<file path="config.mk">
export PLATFORM = sky130hd
export DESIGN_NAME = regfile_bypass
export DESIGN_NICKNAME = d
export VERILOG_FILES = /design/src/rtl/rf_pkg.sv /design/src/rtl/rf_storage.sv /design/src/rtl/rf_read_port.sv /design/src/rtl/regfile_bypass.sv
export SDC_FILE = /design/constraint.sdc
export NUM_CORES = 2
export LEC_CHECK = 0
export BUFFER_PORTS_ARGS = -buffer_cell sky130_fd_sc_hd__buf_2
export CAP_MARGIN = 40
export CORE_MARGIN = 2
export CORE_UTILIZATION = 40
export CTS_CLUSTER_SIZE = 8
export DETAILED_ROUTE_END_ITERATION = 12
export HOLD_SLACK_MARGIN = 0.08
export SYNTH_ARGS = -nofsm -noshare
export SYNTH_HDL_FRONTEND = slang
export SYNTH_SLANG_ARGS = --single-unit
export TNS_END_PERCENT = 30
</file>
<file path="constraint.sdc">
create_clock -name clk_i -period 3.5 [get_ports clk_i]
set_input_delay 0.175 -clock clk_i [delete_from_list [all_inputs] [get_ports clk_i]]
set_output_delay 0.175 -clock clk_i [all_outputs]
set_load 0.03 [all_outputs]
</file>
<file path="src/rtl/rf_pkg.sv">
package rf_pkg;
  localparam int unsigned DEF_NUM_REGS = 32;
  localparam int unsigned DEF_DATA_W   = 32;

  // bypass selects write data only for an enabled, matching, non-zero address
  function automatic logic bypass_hit(input logic wr_en, input logic [31:0] wr_addr,
                                      input logic [31:0] rd_addr);
    return wr_en && (wr_addr == rd_addr) && (rd_addr != 32'd0);
  endfunction
endpackage

</file>
<file path="src/rtl/rf_storage.sv">
module rf_storage #(
  parameter int unsigned NUM_REGS = rf_pkg::DEF_NUM_REGS,
  parameter int unsigned DATA_W   = rf_pkg::DEF_DATA_W,
  localparam int unsigned AW      = $clog2(NUM_REGS)
) (
  input  logic                             clk_i,
  input  logic                             rst_ni,
  input  logic                             wr_en_i,
  input  logic [AW-1:0]                    wr_addr_i,
  input  logic [DATA_W-1:0]                wr_data_i,
  output logic [NUM_REGS-1:0][DATA_W-1:0]  regs_o
);

  assign regs_o[0] = '0;

  for (genvar g = 1; g < NUM_REGS; g++) begin : g_entry
    logic [DATA_W-1:0] q;
    always_ff @(posedge clk_i or negedge rst_ni) begin
      if (!rst_ni) q <= '0;
      else if (wr_en_i && (wr_addr_i == AW'(g))) q <= wr_data_i;
    end
    assign regs_o[g] = q;
  end

  // enabled write to non-zero entry lands
  a_r2_write_lands: assert property (@(posedge clk_i) disable iff (!rst_ni)
    (wr_en_i && wr_addr_i != '0) |=> regs_o[$past(wr_addr_i)] == $past(wr_data_i));

  // no change without enable
  a_r3_hold_when_idle: assert property (@(posedge clk_i) disable iff (!rst_ni)
    !wr_en_i |=> $stable(regs_o));

endmodule

</file>
<file path="src/rtl/rf_read_port.sv">
module rf_read_port #(
  parameter int unsigned NUM_REGS = rf_pkg::DEF_NUM_REGS,
  parameter int unsigned DATA_W   = rf_pkg::DEF_DATA_W,
  localparam int unsigned AW      = $clog2(NUM_REGS)
) (
  input  logic [NUM_REGS-1:0][DATA_W-1:0] regs_i,
  input  logic [AW-1:0]                   rd_addr_i,
  input  logic                            wr_en_i,
  input  logic [AW-1:0]                   wr_addr_i,
  input  logic [DATA_W-1:0]               wr_data_i,
  output logic [DATA_W-1:0]               rd_data_o
);

  logic hit;
  assign hit = rf_pkg::bypass_hit(wr_en_i, 32'(wr_addr_i), 32'(rd_addr_i));

  always_comb begin
    if (hit) rd_data_o = wr_data_i;
    else     rd_data_o = regs_i[rd_addr_i];
  end

endmodule

</file>
<file path="src/rtl/regfile_bypass.sv">
module regfile_bypass #(
  parameter int unsigned NUM_REGS = rf_pkg::DEF_NUM_REGS,
  parameter int unsigned DATA_W   = rf_pkg::DEF_DATA_W,
  localparam int unsigned AW      = $clog2(NUM_REGS)
) (
  input  logic              clk_i,
  input  logic              rst_ni,
  input  logic [AW-1:0]     rd_addr_a_i,
  output logic [DATA_W-1:0] rd_data_a_o,
  input  logic [AW-1:0]     rd_addr_b_i,
  output logic [DATA_W-1:0] rd_data_b_o,
  input  logic              wr_en_i,
  input  logic [AW-1:0]     wr_addr_i,
  input  logic [DATA_W-1:0] wr_data_i
);

  localparam int unsigned NUM_RD = 2;

  logic [NUM_REGS-1:0][DATA_W-1:0] regs;
  logic [NUM_RD-1:0][AW-1:0]       rd_addr;
  logic [NUM_RD-1:0][DATA_W-1:0]   rd_data;

  assign rd_addr[0]  = rd_addr_a_i;
  assign rd_addr[1]  = rd_addr_b_i;
  assign rd_data_a_o = rd_data[0];
  assign rd_data_b_o = rd_data[1];

  rf_storage #(.NUM_REGS(NUM_REGS), .DATA_W(DATA_W)) u_storage (
    .clk_i     (clk_i),
    .rst_ni    (rst_ni),
    .wr_en_i   (wr_en_i),
    .wr_addr_i (wr_addr_i),
    .wr_data_i (wr_data_i),
    .regs_o    (regs)
  );

  for (genvar p = 0; p < NUM_RD; p++) begin : g_rd
    rf_read_port #(.NUM_REGS(NUM_REGS), .DATA_W(DATA_W)) u_port (
      .regs_i    (regs),
      .rd_addr_i (rd_addr[p]),
      .wr_en_i   (wr_en_i),
      .wr_addr_i (wr_addr_i),
      .wr_data_i (wr_data_i),
      .rd_data_o (rd_data[p])
    );
  end

  // same-cycle bypass at the ports
  a_r5_bypass_a: assert property (@(posedge clk_i) disable iff (!rst_ni)
    (wr_en_i && wr_addr_i == rd_addr_a_i && rd_addr_a_i != '0) |-> rd_data_a_o == wr_data_i);
  a_r6_bypass_b: assert property (@(posedge clk_i) disable iff (!rst_ni)
    (wr_en_i && wr_addr_i == rd_addr_b_i && rd_addr_b_i != '0) |-> rd_data_b_o == wr_data_i);

  // register 0 reads zero, bypass or not
  a_r4_zero_a: assert property (@(posedge clk_i) disable iff (!rst_ni)
    (rd_addr_a_i == '0) |-> rd_data_a_o == '0);
  a_r8_zero_b: assert property (@(posedge clk_i) disable iff (!rst_ni)
    (rd_addr_b_i == '0) |-> rd_data_b_o == '0);

  // port A follows a stable register through an address-free edge
  a_r10_read_stable: assert property (@(posedge clk_i) disable iff (!rst_ni)
    ($stable(rd_addr_a_i) && !$past(wr_en_i)) |-> $stable(rd_data_a_o) || wr_en_i);

endmodule

</file>
# After elaboration in Yosys (flattened, before gate mapping)
# Index checks and enable logic that the tools add are counted.
# Widths: inputs -> output; s select.
# word_totals
ff_bits,992
input_bits,50
output_inout_bits,64
word_cells,109
# op_classes
magnitude_cmp,2
n_eq_ne,33
n_mux,6
n_reduce_logical,37
# op_table
operator,n
$bmux 32 s5,2
$mux 32,4
$eq 5x5->1 const B,16
$eq 5x4->1 const B,8
$logic_and 1x1->1,35
$eq 5x3->1 const B,4
$lt 5x6->1 const B,2
$eq 5x2->1 const B,2
$eq 5x5->1,2
$reduce_bool 5->1,2
$eq 5x1->1 const B,1

# Depth between registers and ports, before layout
# logic_depth
ltp_word,4
depth_mapped,10
mapped_depth_nobuf,5

# Modules after synthesis
# Synthesis repeated with hierarchy kept, for this count alone.
# unflattened
cells_unflattened,3794
hier_area_um2,55235.5
# by_module_without_submodules
module,instances,cells_each,area_per_inst_um2,seq_area_each_um2
rf_storage,1,2256,37395.9,24823.8
rf_read_port,2,769,8919.8,0.0

# Worst setup path after synthesis
# No wires, ideal clock.
# synth_timing
path_kind,input to output
startpoint,in rd_addr_a_i[0]
endpoint,out rd_data_a_o[28]
arrival_time_ns,2.264
t_required_ns,3.325
path_slack_ns,1.061
stages,8
n_path_buf,3
path_cell_list,buf_2 buf_2 xnor2_1 nand2_1 nor4_4 clkbuf_1 nor3b_1 nor3_1
# synth_via
elab_chain_cells,4
word_cells_on_any_way,7
cone_classes,eq/ne: 1; mux: 3; reduce/logical: 3
# synth_lines
element,line_no,rtl
from (decl),regfile_bypass.sv:8,"input logic [AW-1:0] rd_addr_a_i,"
branches (longest 3 deep; another with $bmux 32 s5),-,
$mux 32 (*),rf_read_port.sv:18,if (hit) rd_data_o = wr_data_i;
to (decl),regfile_bypass.sv:9,"output logic [DATA_W-1:0] rd_data_a_o,"
# Mark *: on every way between the ends. The select of a mux whose other input is x is not followed.

# Final worst setup path
# layout_timing
startpoint,in wr_addr_i[4]
endpoint,out rd_data_a_o[24]
# layout_via
elab_chain_cells,4
# layout_lines
element,line_no,rtl
from (decl),regfile_bypass.sv:13,"input logic [AW-1:0] wr_addr_i,"
$eq 5x5->1,rf_pkg.sv:8,return wr_en && (wr_addr == rd_addr) && (rd_addr != 32'd0);
$logic_and 1x1->1 (2 in series),rf_pkg.sv:8,
$mux 32,rf_read_port.sv:18,
# Every way passes these cells.

==> summary by stage <==
Detailed routing
The violation count after the first detailed-routing iteration is 3367. For this run, the detailed router's first-pass iteration total came to 6. Dividing the detail-routed wire length by the instance count gives 32.0 um.

Across all layers, the routed design uses 35900 vias. The count of nets left with antenna violations after detail routing is 0. In the routed design, unresolved DRC markers number 0. After detailed routing, the number of vias per cell comes to 6.38.

For this block, the routed nets add up to 180 mm of wire.

Setup path
The number of cell instances on the worst register-to-register path is 1. By startpoint and endpoint, the worst setup path is classified as input pin to primary output. STA puts the critical path data required time at 3.32 ns. The worst setup path is captured at a primary output. In this run the critical register-to-register path is launched from u_storage.g_entry[2].q[1]. The worst register-to-register path ends at u_storage.g_entry[2].q[1]. The element type at the critical path start is an input pin. Data on the critical path arrives at its endpoint at 3.17 ns.

Across all register-to-register paths, the minimum setup slack is 2.69 ns. Along the worst path, the maximum fanout reaches 38.

Finish
The largest registers in the layout are u_storage.g_entry.q (992). In the layout the commonest cells are sky130_fd_sc_hd__mux2_2, sky130_fd_sc_hd__dfrtp_1, sky130_fd_sc_hd__mux4_2, sky130_fd_sc_hd__buf_4, sky130_fd_sc_hd__clkbuf_16. At the end of the flow the core is filled with cells to 0.459. The number of antenna diodes in the final layout is 0. Relative to the synthesized area, the layout overhead comes to 14.0%. The net count reported at finish is 3898. The top register by number of flip-flops is u_storage.g_entry.q. Leaving out fill and tap cells, the most frequent cell in the layout is sky130_fd_sc_hd__mux2_2. Of the cells placed in the final design, the portion with a size suffix greater than 1 is 0.529.

The register with the most flip-flops in the layout has 992 of them. After filler insertion, the fill cell instance count of the layout stands at 11700.

Pwr
For this design the static power due to leakage is 25.9 nW. Overall power consumption after layout is estimated at 35.4 mW. Power spread over the standard cell area amounts to 578 nW/um^2. VDD sags by at most 0.397 mV.

Placement
At the end of routability-driven placement, the weighted congestion stood at 0.873. The minimum setup slack after placement is 0.335 ns. The final HPWL from detailed placement is 113 mm.

The total of buffers placed on input and output ports is 113.

Floorplanning
The total area inside the core boundary comes to 133000 um^2. The floorplan die width is 370 um. The standard-cell row count is 134. For this configuration, the core starts out at a cell density of 0.403. The floorplan step defined a die boundary enclosing 137000 um^2. During I/O placement, the number of pins put on the boundary was 114.

The y dimension of the die is 370 um.

Timing
Based on the critical path, the design can be clocked at up to 0.299 GHz. For the pin with the worst max-slew slack, the measured transition is 0.985 ns. The number of endpoints failing setup at the final stage is 0.

Setup repair after global routing left no endpoint under its margin. In the finished design, the share of the clock period the worst path needs comes to 0.957. Hold is met by 0.126 ns. The worst-case headroom to the max-slew limit is 0.337.

The total negative setup slack is 0 ns. The final hold violation count is 0. The total count of max-transition violations in the final report is 0. The final setup skew is 0 ns. The final setup slack of the worst path is 0.150 ns.

The worst path needs 3.35 ns of the cycle, external delays included.

Yosys
The combined area of all synthesized cells is 53700 um^2. The proportion of synthesized chip area in sequential cells is 0.462. The synthesized area divided by synthesized cell count is 14.3 um^2. The number of flops mapped to enable cells by yosys is 0. Synthesis inferred 992 register bits.

The synthesized netlist cell count is 3757. The dominant register cell in the synthesized netlist is sky130_fd_sc_hd__dfrtp_1. The number of synthesis warnings is 0. The number of nets in the synthesized netlist is 3807. In this run, distinct cell masters in the synthesized netlist total 53. The share of async-settable or async-resettable flops after synthesis is 1.00.

Global route
The remaining global-route overflow is 0. The first global-routing pass estimated 266 mm of wire. The initial antenna violation count came to 8.

The via count of the first global-routing pass is 37100. In the global route stage, overall resource usage came out at 0.265. The pin count of the biggest net entering global routing is 127.

CTS
The maximum root-to-sink buffer count is 3. In this run the number of H-tree levels came out at 4. The clock latency on the worst-skew pair is 0.77 ns. Clock tree synthesis found a total of 992 sinks. The CTS tree is yes. The clock edge transition at the registers on the reported setup and hold paths is 0.05 ns. In this run, post-CTS repair resized a total of 0 instances. The root buffer cell chosen for the clock tree is sky130_fd_sc_hd__clkbuf_16.

Clock tree synthesis inserted a total of 142 buffers.

Hold path
The worst min-delay path class is input pin to register. The path with the worst hold slack has its endpoint at u_storage.g_entry[16].q[1]. The worst hold path cell count is 2. The hold path startpoint is wr_data_i[1].

Run
Max-cap violations in this run came to 0.

Run status
The flow ran to the end, and the final reports show no timing, DRC or antenna violations.
[report_power, final]
part           switching (mW)  internal [mW]  total, mW
Clock                    5.14           7.33       12.5
Combinational            3.25           4.32       7.57
Sequential               1.64           13.7       15.4
Total                    10.0           25.4       35.4
[Yosys cell counts, types with 6 or more instances]
| library cell | number | area share |
|---|---|---|
| sky130_fd_sc_hd__a211oi_1 | 33 | 0.0046 |
| sky130_fd_sc_hd__a21oi_1 | 47 | 0.0044 |
| sky130_fd_sc_hd__a221oi_1 | 32 | 0.0052 |
| sky130_fd_sc_hd__a22o_1 | 30 | 0.0049 |
| sky130_fd_sc_hd__a22oi_1 | 17 | 0.0024 |
| sky130_fd_sc_hd__a2bb2oi_1 | 7 | 0.0011 |
| sky130_fd_sc_hd__buf_1 | 48 | 0.0034 |
| sky130_fd_sc_hd__buf_2 | 86 | 0.0080 |
| sky130_fd_sc_hd__buf_4 | 26 | 0.0036 |
| sky130_fd_sc_hd__buf_6 | 10 | 0.0021 |
| sky130_fd_sc_hd__clkbuf_1 | 240 | 0.017 |
| sky130_fd_sc_hd__dfrtp_1 | 992 | 0.46 |
| sky130_fd_sc_hd__mux2_2 | 1074 | 0.23 |
| sky130_fd_sc_hd__mux2i_1 | 53 | 0.0099 |
| sky130_fd_sc_hd__mux4_2 | 437 | 0.18 |
| sky130_fd_sc_hd__nand2_1 | 102 | 0.0071 |
| sky130_fd_sc_hd__nand2b_1 | 10 | 0.0012 |
| sky130_fd_sc_hd__nand3_1 | 22 | 0.0021 |
| sky130_fd_sc_hd__nand4_1 | 6 | 0.00070 |
| sky130_fd_sc_hd__nor2_1 | 122 | 0.0085 |
| sky130_fd_sc_hd__nor2b_1 | 22 | 0.0026 |
| sky130_fd_sc_hd__nor3_1 | 67 | 0.0062 |
| sky130_fd_sc_hd__nor3b_1 | 27 | 0.0038 |
| sky130_fd_sc_hd__o2111ai_1 | 20 | 0.0033 |
| sky130_fd_sc_hd__o21ai_0 | 102 | 0.0095 |
| sky130_fd_sc_hd__o221ai_1 | 7 | 0.0011 |
| sky130_fd_sc_hd__o22ai_1 | 38 | 0.0044 |
| sky130_fd_sc_hd__o32ai_1 | 20 | 0.0033 |
| sky130_fd_sc_hd__xnor2_1 | 7 | 0.0011 |
[metal layers]
metal  vias up  part of all wire  GRT usage
met5         -           0.00023          0
met4         6             0.033     0.0913
met3       348             0.075     0.0571
met2      1464              0.46      0.406
met1     19500              0.43      0.374
li1      14600                 -          -
[worst max path at each step]
stage / from / endpoint / slack [ns] / cells past startpoint
final: wr_addr_i[4] / rd_data_a_o[24] / 0.15 / 10
after global routing: wr_addr_i[4] / rd_data_a_o[24] / 0.08 / 10
after CTS: u_storage.g_entry[30].q[15] / rd_data_a_o[15] / 0.14 / 6
after detailed placement: wr_addr_i[0] / rd_data_a_o[24] / 0.34 / 9
after global placement: rd_addr_a_i[0] / rd_data_a_o[15] / 0.34 / 8
after floorplan: rd_addr_a_i[0] / rd_data_a_o[28] / 1.06 / 8
[layout make-up]
class                   instances  area [um^2]  share of cell area
multi-input cells            2351        27300               0.445
flip-flops and latches        992        24800               0.405
clock buffers                 147         3650              0.0595
repair buffers                357         3130              0.0511
well taps                    1768         2210              0.0361
clock inverters                13          161             0.00264
inverters                       4         15.0            0.000245
[worst max-delay path: stages]
cell,delay [ns]
sky130_fd_sc_hd__dlygate4sd3_1,0.53
sky130_fd_sc_hd__buf_2,0.22
sky130_fd_sc_hd__and2_1,0.16
sky130_fd_sc_hd__a21oi_1,0.08
sky130_fd_sc_hd__nor4_4,0.44
sky130_fd_sc_hd__buf_12,0.29
sky130_fd_sc_hd__nor3b_1,0.14
sky130_fd_sc_hd__nor3_1,0.69
sky130_fd_sc_hd__buf_4,0.22
sky130_fd_sc_hd__buf_2,0.19
[what timing repair did]
action / in CTS / in global routing
buffers inserted: 0 / 0
hold buffers: 32 / 0
hold endpoints to repair: 1108 / 0
[per-stage QoR]
step / area [um^2] / std cells
finish: 61200 / 5632
global route: 61200 / 5632
CTS: 61200 / 5632
detailed placement: 57100 / 5440
global placement: 57100 / 5438
floorplan: 53700 / 3757
[logic make-up after synthesis]
family	count (synthesis)	share of synthesized area
buf+inv	414	0.0342
flops	992	0.462
compound gates	380	0.0485
xor+xnor	8	0.00130
simple gates	397	0.0350
mux	1566	0.419
Note: power is estimated with default switching activity, not from simulation.
